**src/rtl/hirq_pkg.sv**
```systemverilog
package hirq_pkg;
   localparam int HIRQ_A_PEEK = 0;
   localparam int HIRQ_A_TAKE = 1;
   localparam int HIRQ_A_MASK = 2;
   localparam int HIRQ_A_MSET = 3;
   localparam int HIRQ_A_MCLR = 4;
   localparam int HIRQ_A_ACK  = 5;
   localparam int HIRQ_A_CTRL = 6;
   localparam int HIRQ_MIN_AW = 3;
   localparam int HIRQ_CTRL_W = 2;

   typedef struct packed {
      logic act_low;
      logic enable;
   } hirq_ctrl_t;
endpackage

```
**src/rtl/hirq_mask_reg.sv**
```systemverilog
module hirq_mask_reg #(
   parameter int N = 16,
   parameter logic [N-1:0] RST_VAL = 'h1
) (
   input  logic         clk,
   input  logic         rst_n,
   input  logic         set_we,
   input  logic         clr_we,
   input  logic [N-1:0] bits,
   output logic [N-1:0] mask
);
   always_ff @(posedge clk) begin
      if (!rst_n)
         mask <= RST_VAL;
      else if (set_we)
         mask <= mask | bits;
      else if (clr_we)
         mask <= mask & ~bits;
   end

   AST_MASK_SET: assert property (@(posedge clk) disable iff (!rst_n)
      set_we |=> ((mask & $past(bits)) == $past(bits)));
   AST_MASK_CLR: assert property (@(posedge clk) disable iff (!rst_n)
      (clr_we && !set_we) |=> ((mask & $past(bits)) == '0));
   AST_MASK_KEEP: assert property (@(posedge clk) disable iff (!rst_n)
      (!set_we && !clr_we) |=> $stable(mask));
endmodule

```
**src/rtl/hirq_status_reg.sv**
```systemverilog
module hirq_status_reg #(
   parameter int N = 16,
   parameter logic [N-1:0] USED = 'h47FF
) (
   input  logic         clk,
   input  logic         rst_n,
   input  logic [N-1:0] evt,
   input  logic         take,
   input  logic         ack_we,
   input  logic [N-1:0] ack_bits,
   output logic [N-1:0] sts
);
   logic [N-1:0] unused_in;

   for (genvar i = 0; i < N; i++) begin : g_bit
      if (USED[i]) begin : g_live
         logic drop;
         assign drop = take | (ack_we & ack_bits[i]);
         always_ff @(posedge clk) begin
            if (!rst_n)
               sts[i] <= 1'b0;
            else
               sts[i] <= evt[i] | (sts[i] & ~drop);
         end
         assign unused_in[i] = 1'b0;
      end else begin : g_tie
         assign sts[i] = 1'b0;
         assign unused_in[i] = evt[i] ^ ack_bits[i];
      end
   end

   AST_EVT_LATCH: assert property (@(posedge clk) disable iff (!rst_n)
      |(evt & USED) |=> ((sts & $past(evt & USED)) == $past(evt & USED)));
   AST_ACK_DROP: assert property (@(posedge clk) disable iff (!rst_n)
      ack_we |=> ((sts & $past(ack_bits & ~evt)) == '0));
   AST_TAKE_DROP: assert property (@(posedge clk) disable iff (!rst_n)
      take |=> ((sts & ~$past(evt)) == '0));
   AST_HOLD: assert property (@(posedge clk) disable iff (!rst_n)
      (!take && !ack_we && evt == '0) |=> $stable(sts));
endmodule

```
**src/rtl/hirq_out_drv.sv**
```systemverilog
module hirq_out_drv #(
   parameter int N = 16,
   parameter bit OUT_REG = 1'b0
) (
   input  logic         clk,
   input  logic         rst_n,
   input  logic [N-1:0] sts,
   input  logic [N-1:0] mask,
   input  logic         enable,
   input  logic         act_low,
   output logic         irq
);
   logic pend;
   logic lvl;

   assign pend = |(sts & ~mask);
   assign lvl  = (pend & enable) ^ act_low;

   if (OUT_REG) begin : g_reg
      always_ff @(posedge clk) begin
         if (!rst_n)
            irq <= 1'b0;
         else
            irq <= lvl;
      end
   end else begin : g_comb
      assign irq = lvl;
      AST_IRQ_IDLE: assert property (@(posedge clk) disable iff (!rst_n)
         !enable |-> (irq == act_low));
   end
endmodule

```
**src/rtl/hirq_ctrl.sv**
```systemverilog
module hirq_ctrl
   import hirq_pkg::*;
#(
   parameter int N_EVT  = 16,
   parameter int ADDR_W = 4,
   parameter int DATA_W = 32,
   parameter logic [N_EVT-1:0] MASK_RST  = 16'h0001,
   parameter logic [N_EVT-1:0] USED_BITS = 16'h47FF,
   parameter bit OUT_REG = 1'b0
) (
   input  logic              clk,
   input  logic              rst_n,
   input  logic [N_EVT-1:0]  evt_in,
   input  logic              wr_en,
   input  logic              rd_en,
   input  logic [ADDR_W-1:0] addr,
   input  logic [DATA_W-1:0] wdata,
   output logic [DATA_W-1:0] rdata,
   output logic              irq_out
);
   localparam int PAD_W = DATA_W - N_EVT;

   if (N_EVT > DATA_W || N_EVT < HIRQ_CTRL_W) begin : g_bad_w
      initial $fatal(1, "hirq_ctrl: N_EVT must be in [2, DATA_W]");
   end
   if (ADDR_W < HIRQ_MIN_AW) begin : g_bad_a
      initial $fatal(1, "hirq_ctrl: ADDR_W too small for the map");
   end

   logic hit_take, hit_mset, hit_mclr, hit_ack, hit_ctrl;
   assign hit_take = rd_en && addr == ADDR_W'(HIRQ_A_TAKE);
   assign hit_mset = wr_en && addr == ADDR_W'(HIRQ_A_MSET);
   assign hit_mclr = wr_en && addr == ADDR_W'(HIRQ_A_MCLR);
   assign hit_ack  = wr_en && addr == ADDR_W'(HIRQ_A_ACK);
   assign hit_ctrl = wr_en && addr == ADDR_W'(HIRQ_A_CTRL);

   logic [N_EVT-1:0] wbits;
   assign wbits = wdata[N_EVT-1:0];

   if (PAD_W > 0) begin : g_pad
      logic unused_hi;
      assign unused_hi = ^wdata[DATA_W-1:N_EVT];
   end

   logic [N_EVT-1:0] mask;
   logic [N_EVT-1:0] sts;
   hirq_ctrl_t       ctl;

   hirq_mask_reg #(.N(N_EVT), .RST_VAL(MASK_RST)) u_mask (
      .clk(clk), .rst_n(rst_n), .set_we(hit_mset), .clr_we(hit_mclr),
      .bits(wbits), .mask(mask));

   hirq_status_reg #(.N(N_EVT), .USED(USED_BITS)) u_sts (
      .clk(clk), .rst_n(rst_n), .evt(evt_in), .take(hit_take),
      .ack_we(hit_ack), .ack_bits(wbits), .sts(sts));

   always_ff @(posedge clk) begin
      if (!rst_n)
         ctl <= '0;
      else if (hit_ctrl)
         ctl <= hirq_ctrl_t'(wdata[HIRQ_CTRL_W-1:0]);
   end

   hirq_out_drv #(.N(N_EVT), .OUT_REG(OUT_REG)) u_out (
      .clk(clk), .rst_n(rst_n), .sts(sts), .mask(mask),
      .enable(ctl.enable), .act_low(ctl.act_low), .irq(irq_out));

   logic [DATA_W-1:0] rd_val;
   always_comb begin
      rd_val = '0;
      case (addr)
         ADDR_W'(HIRQ_A_PEEK),
         ADDR_W'(HIRQ_A_TAKE): rd_val[N_EVT-1:0] = sts;
         ADDR_W'(HIRQ_A_MASK): rd_val[N_EVT-1:0] = mask;
         ADDR_W'(HIRQ_A_CTRL): rd_val[HIRQ_CTRL_W-1:0] = ctl;
         default:              rd_val = '0;
      endcase
   end

   always_ff @(posedge clk) begin
      if (!rst_n)
         rdata <= '0;
      else if (rd_en)
         rdata <= rd_val;
   end

   AST_WO_READ_ZERO: assert property (@(posedge clk) disable iff (!rst_n)
      (rd_en && (addr == ADDR_W'(HIRQ_A_MSET) || addr == ADDR_W'(HIRQ_A_MCLR)
                 || addr == ADDR_W'(HIRQ_A_ACK))) |=> (rdata == '0));
   AST_RO_MASK: assert property (@(posedge clk) disable iff (!rst_n)
      (wr_en && addr == ADDR_W'(HIRQ_A_MASK)) |=> $stable(mask));
   AST_TAKE_RETURNS: assert property (@(posedge clk) disable iff (!rst_n)
      hit_take |=> (rdata[N_EVT-1:0] == $past(sts)));
endmodule

```
**config.mk**
```make
export PLATFORM = sky130hd
export DESIGN_NAME = hirq_ctrl
export DESIGN_NICKNAME = d
export VERILOG_FILES = /design/src/rtl/hirq_pkg.sv /design/src/rtl/hirq_mask_reg.sv /design/src/rtl/hirq_status_reg.sv /design/src/rtl/hirq_out_drv.sv /design/src/rtl/hirq_ctrl.sv
export SDC_FILE = /design/constraint.sdc
export NUM_CORES = 1
export LEC_CHECK = 0
export BUFFER_PORTS_ARGS = -buffer_cell sky130_fd_sc_hd__buf_2
export CAP_MARGIN = 30
export CORE_MARGIN = 2
export CORE_UTILIZATION = 43
export DETAILED_ROUTE_END_ITERATION = 8
export GPL_ROUTABILITY_DRIVEN = 0
export PLACE_DENSITY = 0.75
export SLEW_MARGIN = 20
export SYNTH_ARGS = -nofsm -noshare
export SYNTH_HDL_FRONTEND = slang
export SYNTH_SLANG_ARGS = --single-unit
```
**constraint.sdc**
```tcl
create_clock -name clk -period 1.1 [get_ports clk]
set_input_delay 0.055 -clock clk [delete_from_list [all_inputs] [get_ports clk]]
set_output_delay 0.055 -clock clk [all_outputs]
set_load 0.01 [all_outputs]
```
==> impl_results.md <==
- Status: finished, violations left
- Failing checks: setup timing
- Crit path depth: 5
- Post-synth EDFFs: 0
- Clock tree from TritonCTS: done
- Count of pins on the block boundary: 89
- Post-detailed-routing wire length: 5710 µm
- Most numerous cell types in the synthesized netlist: 46 x dfxtp_1, 23 x a21oi_1, 23 x nor2_1
- Most instantiated library cell after synthesis: dfxtp_1
- Syn Inst Count: 263
- Die Outline Area: ~5700 µm²
- Via count: 2145
- Pre-CTS WS: -0.228 ns
- Worst Clk Skew: 0.00603 ns
- Aggregate global routing overflow: 0
- Number of nets in the final layout: 415
- Later-pin clock latency in the skew report: 0.30 ns
- Count of buffers inserted at the top-level ports: 52
- Static leakage: 1.30 nW
- Register-to-register setup slack: about 0.07 ns
- Wire length of the first global-routing pass: 8910 µm
- Final-layout worst hold slack: 0.00919 ns
- Count of different cell masters after synthesis: 36
- Critical path startpoint category: flip-flop
- Syn Std Cell Area: 2180 µm²
- Top cell type's share of synthesized area: 42.3%
- Number of design rule violations left after detail routing: 0
- Critical-path top delay cell: o41ai_4
- Proportion of synthesized flip-flops having asynchronous set or reset: 0%
- Longest Clk Path Bufs: 2
- Final Core Density: 62.8%
- Total of flip-flops plus latches after synthesis: 46
- Worst R2R End: rdata[1]
- Critical Path AT: 1.60 ns
- CTS root buffer: clkbuf_8
- Detailed Route Iter0 Violations: 91
- Critical Path Max Stage Delay: 0.37 ns
- Growth of design area from synthesis to finish: 38.8%
- Die span in y: 75.2 µm
- Largest vdd supply drop: 680 µV
- End of the critical path: irq_out
- Number of buffers created by CTS: 5
- Crit Reg-Reg Startpoint: u_sts.sts[1]
- Setup violators final: 1
- Routed length per instance: 13.4 µm
- Initial DRT Pass Iterations: 4
- Starting Density: between 40% and 50%
- Top flip-flop cell by instance count after synthesis: dfxtp_1
- Minimum period implied by the final worst setup slack: ~1.7 ns
- RSZ-0062 raised after global routing: yes
- Largest net degree at the start of global routing: 31
- Ordered cell list for the critical path: nand2b_4, o2111ai_4, o41ai_4, xnor2_1, buf_2
- Final max-slew violation count: 0
- CTS H-tree lvls: 2
- Final setup margin: -0.550 ns
- Number of failing hold endpoints at the final stage: 0
- CP endpoint kind: output pin
- Clock-pin slew on the worst setup and hold paths: 0.08 ns
- Pwr Density: approximately 1100 nW/µm²
- Number of sinks handled by clock tree synthesis: between 40 and 50
- Worst hold path type: in2reg
- Maximum operating frequency: roughly 0.61 GHz
- Yosys Warn Count: 0
- Crit Path Max Fanout: 2
- Proportion of layout cells with a drive suffix above 1: 35.6%
- Global-route track usage on met2: 33.5%
- Rows: 25
- Cell accounting for the most synthesized area: dfxtp_1
- Initial antenna violation count: 0
- Synthesized area divided by synthesized cell count: slightly above 8 µm²
- Area of the core region: 4820 µm²
- Combined buffer and inverter count along the critical path: 1
- Vias per cell: 5.02
- Total track usage: 20.7%
- Global routing's busiest layer: met2
- Final Cycle Share: 150%
- Via count of the first global-routing pass: 1926
- Post-route antenna net violation count: 0
- Required @ worst endpoint: 1.04 ns
- Post-detailed-placement half-perimeter wirelength: ~4100 µm
- Met1 GRT Util: roughly 28%
- Met3 demand-to-capacity share in global routing: 3.88%
- Cell family with the largest share of critical-path delay: compound AO/OA/AOI/OAI gates
- Setup TNS: -0.550 ns
- Area contributors post-synth: dfxtp_1 42%, buf_4 6.5%, a21oi_1 5.3%
- Share of synthesized area occupied by flip-flops and latches: 42.3%
- Classification of the worst setup path: reg2out
- Max capacitance violation total: 0
- Die Wd: 75.2 µm
- Number of antenna diodes: 0
- Worst Reg2Reg Path Length in Cells: 4
==> cells by family after synthesis <==
kind of cell	Yosys count	share of synthesized area (%)
flops	46	42.3
buf+inv	53	12.9
compound gates	80	24.4
xor+xnor	1	0.402
other cells	1	0.172
mux	1	0.460
simple gates	81	19.4
==> worst min-delay path by stage <==
stage	to	cells past startpoint	from	slack [ns]
3_5_place_dp	u_sts.sts[1]	3	evt_in[1]	0.27
5_1_grt	flip-flop	3	wdata[12]	0.007
3_3_place_gp	u_sts.sts[4]	3	evt_in[4]	0.26
6_report	flip-flop	3	wdata[8]	0.009
4_1_cts	flip-flop	3	wdata[12]	0.0009
2_1_floorplan	u_sts.sts[0]	2	evt_in[0]	0.17
==> stage by stage <==
stage / instances / area, µm² / total power [mW]
detailed placement: 407 / 2730 / 2.28
global route: 427 / 3020 / 3.51
global placement: 407 / 2730 / 2.27
CTS: 427 / 2970 / 3.38
finish: 427 / 3020 / 3.37
floorplan: 278 / 2240 / 2.07
==> layer usage <==
layer,vias to the layer above,wire length [µm],part of all wire [%]
met4,0,68,1.2
met2,68,2750,48
met3,7,386,6.8
li1,1073,-,-
met1,997,2510,44
met5,-,0,0
==> cells in the final DEF (no fill, tap or decap), types with 3 or more instances in the layout <==
cell type and n:
o21ai_0 16, a211oi_1 6, a21oi_1 23, buf_12 3
conb_1 16, dfxtp_1 41, a31oi_1 12, dfxtp_2 5
buf_2 52, a22oi_2 4, a211oi_2 4, nand2_1 20
clkbuf_8 6, nand3_1 20, nor2_1 23, dlygate4sd3_1 12
inv_1 21, buf_4 38, nand2b_1 5, a22oi_1 6
nand2b_4 5
==> where the power goes <==
part	leakage (nW)	internal, mW	total, mW	switching, mW
Sequential	0.378	1.72	1.76	0.0379
Clock	0.0482	0.507	1.06	0.555
Combinational	0.871	0.265	0.549	0.284
Total	1.30	2.50	3.37	0.877
==> what timing repair did <==
item / in CTS / in global routing
setup buffers: 0 / 0
endpoints found under the setup margin: 1 / 1
pin swaps: 3 / 3
hold buffers: 12 / 0
resized for setup: 6 / 7
cloned: 0 / 0
hold endpoints to repair: 12 / 0
==> cell type report <==
type                    instances  area [µm²]
repair buffers                105         726
inverters                      22        82.6
well taps                      67        83.8
flip-flops and latches         46         927
clock buffers                   7        86.3
multi-input cells             179        1110
fillers                       435        1790
clock inverters                 1        5.00
==> tightest hold or removal path, stage by stage <==
cell and delay [ns]:
buf_2 0.11, nand2_1 0.05, a21oi_1 0.06
Power figures use the tool's default switching activity.
